`config.mk`:
```
export PLATFORM = sky130hd
export DESIGN_NAME = fracn_div_ctrl
export DESIGN_NICKNAME = d
export VERILOG_FILES = /design/src/rtl/fnd_pkg.sv /design/src/rtl/fnd_prescaler.sv /design/src/rtl/fnd_swallow.sv /design/src/rtl/fnd_frac_acc.sv /design/src/rtl/fracn_div_ctrl.sv
export SDC_FILE = /design/constraint.sdc
export NUM_CORES = 1
export LEC_CHECK = 0
export BUFFER_PORTS_ARGS = -buffer_cell sky130_fd_sc_hd__clkbuf_2
export CORE_AREA = 2 2 81 83
export DETAILED_ROUTE_END_ITERATION = 12
export DIE_AREA = 0 0 83 85
export GPL_TIMING_DRIVEN = 0
export PLACE_DENSITY_LB_ADDON = 0.05
export SYNTH_ARGS = -nofsm -noshare
export SYNTH_HDL_FRONTEND = slang
export SYNTH_SLANG_ARGS = --single-unit
```
`constraint.sdc`:
```
create_clock -name clk -period 7.7 [get_ports clk]
set_clock_uncertainty 0.15 [all_clocks]
set_input_delay 1.155 -clock clk [delete_from_list [all_inputs] [get_ports clk]]
set_output_delay 1.155 -clock clk [all_outputs]
set_load 0.01 [all_outputs]
```
`src/rtl/fnd_pkg.sv`:
```
package fnd_pkg;
  typedef enum logic {PER_SHORT = 1'b0, PER_LONG = 1'b1} per_e;

  function automatic int cnt_w(input int v);
    return $clog2(v + 1);
  endfunction
endpackage

```
`src/rtl/fnd_prescaler.sv`:
```
module fnd_prescaler
  import fnd_pkg::*;
#(
  parameter int PRE_DIV = 32,
  localparam int PC_W = cnt_w(PRE_DIV)
) (
  input  logic clk,
  input  logic load,
  input  per_e len_nx,
  output logic tc
);
  logic [PC_W-1:0] pc;

  assign tc = (pc == '0);

  // Each period lasts pc+1 clocks; the reload value picks P or P+1.
  always_ff @(posedge clk) begin
    if (load || tc) begin
      pc <= (len_nx == PER_LONG) ? PC_W'(PRE_DIV) : PC_W'(PRE_DIV - 1);
    end else begin
      pc <= pc - 1'b1;
    end
  end
endmodule

```
`src/rtl/fnd_swallow.sv`:
```
module fnd_swallow
  import fnd_pkg::*;
#(
  parameter int M_W = 9
) (
  input  logic           clk,
  input  logic           load,
  input  logic           tc,
  input  logic [M_W-1:0] m_val,
  input  logic [M_W-1:0] a_eff,
  output logic           cyc_end,
  output per_e           len_nx,
  output logic [M_W-1:0] a_rem
);
  logic [M_W-1:0] m_left, m_nx;
  logic [M_W-1:0] a_left, a_nx;
  logic           last;

  assign last    = (m_left == M_W'(1));
  assign cyc_end = tc && last && !load;
  assign a_rem   = a_left;

  always_comb begin
    m_nx = m_left;
    a_nx = a_left;
    if (load || (tc && last)) begin
      m_nx = m_val;
      a_nx = a_eff;
    end else if (tc) begin
      m_nx = m_left - 1'b1;
      a_nx = (a_left != '0) ? a_left - 1'b1 : '0;
    end
  end

  assign len_nx = (a_nx != '0) ? PER_LONG : PER_SHORT;

  always_ff @(posedge clk) begin
    m_left <= m_nx;
    a_left <= a_nx;
  end
endmodule

```
`src/rtl/fnd_frac_acc.sv`:
```
module fnd_frac_acc #(
  parameter int F_W = 5
) (
  input  logic           clk,
  input  logic           load,
  input  logic           step,
  input  logic [F_W-1:0] f_val,
  output logic           carry
);
  logic [F_W-1:0] acc;
  logic [F_W:0]   sum;

  assign sum   = {1'b0, acc} + {1'b0, f_val};
  assign carry = sum[F_W];

  always_ff @(posedge clk) begin
    if (load) begin
      acc <= '0;
    end else if (step) begin
      acc <= sum[F_W-1:0];
    end
  end
endmodule

```
`src/rtl/fracn_div_ctrl.sv`:
```
module fracn_div_ctrl
  import fnd_pkg::*;
#(
  parameter int PRE_DIV = 32,
  parameter int M_W     = 9,
  parameter int F_W     = 5,
  localparam int A_W    = $clog2(PRE_DIV)
) (
  input  logic           clk,
  input  logic           rst,
  input  logic           cnt_rst,
  input  logic [M_W-1:0] m_val,
  input  logic [A_W-1:0] a_val,
  input  logic [F_W-1:0] f_val,
  output logic           fp
);
  logic           load;
  logic           tc;
  logic           cyc_end;
  logic           carry;
  per_e           len_nx;
  logic [M_W-1:0] a_eff;
  logic [M_W-1:0] a_rem;

  assign load  = rst | cnt_rst;
  // A carry adds one long prescaler period to the cycle being started.
  assign a_eff = M_W'(a_val) + M_W'(carry & ~load);

  fnd_prescaler #(.PRE_DIV(PRE_DIV)) u_pre (
    .clk(clk), .load(load), .len_nx(len_nx), .tc(tc)
  );

  fnd_swallow #(.M_W(M_W)) u_sw (
    .clk(clk), .load(load), .tc(tc), .m_val(m_val), .a_eff(a_eff),
    .cyc_end(cyc_end), .len_nx(len_nx), .a_rem(a_rem)
  );

  fnd_frac_acc #(.F_W(F_W)) u_acc (
    .clk(clk), .load(load), .step(cyc_end), .f_val(f_val), .carry(carry)
  );

  always_ff @(posedge clk) begin
    if (load) fp <= 1'b0;
    else      fp <= cyc_end;
  end
endmodule

```
# Word level (Yosys, flattened, before mapping)
# Cells that the tools add are included.
[totals]
register_bits = 30
in_bits = 22
output_inout_bits = 1
word_cells = 31
[classes]
n_addsub = 5
eq_ne = 1
n_mux = 8
n_bitwise = 3
n_reduce_logical = 9
[op_table]
columns = ["cell", "count"]
rows = [
  ["$mux 9", 5],
  ["$reduce_bool 9->1", 2],
  ["$sub 9x1->9 const B", 2],
  ["$mux 6", 2],
  ["$add 5x9->9", 1],
  ["$and 1x9->9", 1],
  ["$eq 9x1->1 const B", 1],
  ["$not 1->9", 1],
  ["$add 5x5->6", 1],
  ["$logic_not 6->1", 1],
  ["$sub 6x1->6 const B", 1],
  ["$logic_and 1x1->1", 2],
  ["$logic_or 1x1->1", 2],
  ["$reduce_bool 2->1", 1],
  ["$logic_not 1->1", 1],
  ["$mux 1", 1],
  ["$or 1x1->1", 1],
]

# Longest topological paths before layout
[logic_depth]
word_depth = 9
depth_mapped = 13
mapped_depth_nobuf = 13

# Cells and area by module
# From an unflattened synthesis, not the netlist that was laid out.
[hier_totals]
cells_unflattened = 215
hier_area_um2 = 1971.9
[by_module_without_submodules]
columns = ["module", "instances", "cells_per_inst", "area_per_inst_um2", "seq_area_each_um2"]
rows = [
  ["fnd_swallow", 1, 130, 1163.6, 450.4],
  ["fnd_frac_acc", 1, 38, 357.8, 100.1],
  ["fnd_prescaler", 1, 30, 329.1, 120.1],
  ["fracn_div_ctrl", 1, 17, 121.4, 20.0],
]

# Worst setup path after synthesis
# Ideal clock, no wire load.
[synth_timing]
path_type = "input-to-reg"
from = "input f_val[1]"
to = "register u_pre.pc[5]"
setup_ns = 0.123
arrival_time_ns = 3.326
required_time_ns = 7.427
slack_ns = 4.100
stages = 12
path_buffers = 0
cell_sequence = "ha_1 a21o_1 a21oi_1 o21bai_1 a21oi_1 nor2_1 ha_1 ha_1 nand3_1 xor2_1 o21ai_0 o32a_2"
[synth_between]
elab_chain_cells = 8
[synth_rtl]
columns = ["element", "line", "rtl"]
rows = [
  ["start: declaration", "fracn_div_ctrl.sv:14", "input logic [F_W-1:0] f_val,"],
  ["$add 5x5->6", "fnd_frac_acc.sv:13", "assign sum = {1'b0, acc} + {1'b0, f_val};"],
  ["$and 1x9->9", "fracn_div_ctrl.sv:27", "assign a_eff = M_W'(a_val) + M_W'(carry & ~load);"],
  ["$add 5x9->9", "fracn_div_ctrl.sv:27", ""],
  ["$mux 9", "fnd_swallow.sv:26", "if (load || (tc && last)) begin"],
  ["$reduce_bool 9->1", "fnd_swallow.sv:35", "assign len_nx = (a_nx != '0) ? PER_LONG : PER_SHORT;"],
  ["$mux 1", "fnd_swallow.sv:35", ""],
  ["$mux 6", "fnd_prescaler.sv:19", "pc <= (len_nx == PER_LONG) ? PC_W'(PRE_DIV) : PC_W'(PRE_DIV - 1);"],
  ["$mux 6", "fnd_prescaler.sv:18", "if (load || tc) begin"],
  ["end signal: assignment", "fnd_prescaler.sv:19", ""],
  ["end signal: assignment", "fnd_prescaler.sv:21", "pc <= pc - 1'b1;"],
  ["end: declaration", "fnd_prescaler.sv:12", "logic [PC_W-1:0] pc;"],
]
# Every way passes these cells.
# A chain may end at the register's enable or synchronous reset.

# Worst setup path after layout
# Same ends and word-level chain as after synthesis.

==> reports/results.txt <==
Detailed-route via count = 1487
PostCTS Resize Cnt = 0
Buf/Inv on CP = 1
Fraction of layout cells with a size suffix above 1 = 15.22%
Final worst path period share = 48.87%
Synth Area in XOR/XNOR = 10.70%
Count of final setup violators = 0
Detailed-route DRC error count = 0
Largest net degree at the start of global routing = 17
CP Launch Type = primary input
Top cells by area, synth = dfxtp_1, edfxtp_1, ha_1
EDFF count, synth = 9
Hold Crit Depth = 1
Syn-to-layout area delta = 16.05%
Drt first pass iters = 4
Die Span X = 83 µm
CTS tree = yes
Critical Path RT = 7.72 ns
Hold endpoint = u_pre.pc[0]$_DFF_P_
Power Density = 191.2 nW/µm²
Die ar. = 7055 µm²
Inst Count DP = 299
Maximum clock path buffer count = 2
Unique cell type count in the Yosys netlist = 40
Mux share of post-synthesis cell area = 0%
Final hold vios = 0
Initial Util = 29.02%
R2R Setup Slk = 4.47 ns
# fillers = 665
Adder-Cell Fraction of Synth Area = 9.451%
Leakage = 0.8376 nW
DIE HEIGHT = 85 µm
Drt first-iter violations = 61
Clock Root Buffer = clkbuf_8
Finished Layout Cells = 307
Vias in the first global route = 1487
Post-CTS setup repair buffer count = 0
Mapped Area = 1800 µm²
RR Startpoint = u_pre.pc[0]$_DFF_P_
Critical Path Slowest Stage Cell = o32a_2
Worst-path clk slew = 0.07 ns
Maximum Capacitance Violations = 0
Setup CP Type = in -> reg
Outcome = completed
Top_reg_cell synth = dfxtp_1
Post-route ant nets = 0
Io pins = 23
Part of the Yosys area used for sequential elements = 38.36%
Post-DP HPWL = 3092 µm
Placer Congestion = 0.6871
Top post-synthesis cells by count = dfxtp_1, nand2_1, inv_1, nor2_1, o21ai_0
Cell Rows = 29
DRT Wirelength = 4067 µm
Syn_nets = 235
CP delay by family, top = compound AO/OA/AOI/OAI gates
Worst vdd ir = 0.06442 mV
Min-delay src = u_pre.pc[0]$_DFF_P_
FFs w/ async S/R, synth = 0%
Antenna cells = 0
Initial antenna violation count = 0
Critical path, cell by cell = clkbuf_2 > ha_1 > a21o_1 > a21oi_1 > o21bai_1 > a21oi_1 > nor2_1 > ha_1 > ha_1 > nand3_1 > xor2_1 > o21ai_0 > o32a_2
FF-to-FF End = u_pre.pc[5]$_DFF_P_
Area occupied by multi-input gates = 1023 µm²
Register area = 690.7 µm²
Max-slew violations = 0
CTS Hold Bufs = 0
Clock sink count = 30
Slew HR = 44.64%
Simple-Gate Fraction of Synth Area = 19.18%
GRT Resource Usage Total = 12.60%
Fmax = 265.7 MHz
First-pass GRT wire length = 7100 µm
Drt wl/cell = 13.25 µm
FF+latch count, synth = 30
CP max stage delay = 0.48 ns
CP dominant cell by count = ha_1
Core area = 6205 µm²
Cells after Synth = 200
Syn avg cell area = 9.002 µm²
Area leader, netlist = dfxtp_1
Yosys warns = 0
Buffers added on ports = 22
Hold WC Path Type = reg -> reg
Fin crit period = 3.763 ns
R2R cell count = 7
CTS Buf Count = 5
RSZ-0062 raised after global routing = no
GRT overflow = 0
Worst skew pair latency = 0.29 ns
Compound-cell area share of the yosys netlist = 17.51%
Top-area cell type share of the netlist area = 23.35%
Slew @ Worst Pin = 0.8189 ns
# H-tree levels = 2
Largest family of logic cells by synthesized area = simple AND/OR/NAND/NOR gates
Setup TNS = 0 ns
Critical Path Fanout Max = 6
Critical Path Sink Type = flop
Via density = 4.844
Nets@finish = 264
WP data arrival = 3.78 ns
[power breakdown]
part | internal [W] | switching [W] | leakage, nW
clock network | 0.0000626 | 0.0000622 | 0.0450
registers | 0.000178 | 0.0000130 | 0.265
logic | 0.0000374 | 0.0000466 | 0.527
[registers in the layout (all words and copies together) (netlist names)]
signal	count
u_pre.pc	6
u_sw.m_left	9
u_sw.a_rem	9
u_acc.acc	5
fp	1
[worst max path at each step]
stage / slack (ns) / from / to / cells past startpoint
after floorplan: 4.10 / f_val[1] / u_pre.pc[5]$_DFF_P_ / 12
after global placement: 3.56 / f_val[1] / u_pre.pc[5]$_DFF_P_ / 13
after detailed placement: 3.59 / f_val[1] / u_pre.pc[5]$_DFF_P_ / 13
after CTS: 3.89 / f_val[1] / u_pre.pc[5]$_DFF_P_ / 13
after global routing: 3.74 / f_val[1] / u_pre.pc[5]$_DFF_P_ / 13
final: 3.94 / f_val[1] / u_pre.pc[5]$_DFF_P_ / 13
[through the flow]
| stage | setup WS [ns] | power, W | hold slack (ns) | instance area [µm²] | utilization (%) |
|---|---|---|---|---|---|
| 2_1_floorplan | 4.100 | 0.0002543 | 0.2739 | 1800 | - |
| 3_3_place_gp | 3.563 | 0.0002802 | 0.3061 | 2007 | 32.35 |
| 5_1_grt | 3.739 | 0.0004265 | 0.3337 | 2090 | 33.68 |
| 3_5_place_dp | 3.589 | 0.0002792 | 0.3013 | 2007 | 32.35 |
| 4_1_cts | 3.893 | 0.0004069 | 0.3184 | 2090 | 33.68 |
| 6_report | 3.937 | 0.0003994 | 0.3098 | 2090 | 33.68 |
[per-layer routing]
| metal | track usage (%) | vias up | part of all wire [%] |
|---|---|---|---|
| met5 | 0 | - | 0 |
| met4 | 4.471 | 0 | 1.7 |
| met3 | 3.016 | 8 | 3.1 |
| met2 | 19.72 | 20 | 45 |
| met1 | 17.03 | 687 | 51 |
| li1 | - | 772 | - |
[area by class of cell]
cell class	count	area share [%]
buffer	5	1.257
clock buffer	6	3.473
clock inverter	2	0.4790
inverter	16	2.874
multi-input combinational	149	48.98
sequential	30	33.05
tap	77	4.611
timing repair buffer	22	5.269
[cells in the final DEF (no fill, tap or decap), types with 5 or more instances in the layout]
| master | count |
|---|---|
| a21oi_1 | 7 |
| clkbuf_1 | 5 |
| clkbuf_2 | 22 |
| clkbuf_8 | 5 |
| dfxtp_1 | 21 |
| edfxtp_1 | 9 |
| ha_1 | 12 |
| inv_1 | 16 |
| nand2_1 | 21 |
| nand3_1 | 9 |
| nor2_1 | 15 |
| nor3_1 | 7 |
| o21ai_0 | 14 |
| o32ai_1 | 6 |
| xnor2_1 | 13 |
| xor2_1 | 9 |
[kinds of logic after synthesis]
kind of cell,Yosys count
xor gates and xnor gates,22
and+or+nand+nor,68
buffers and inverters,21
AOI/OAI and AO/OA,46
adders and majority gates,13
DFF,30
(Power assumes the default switching activity.)
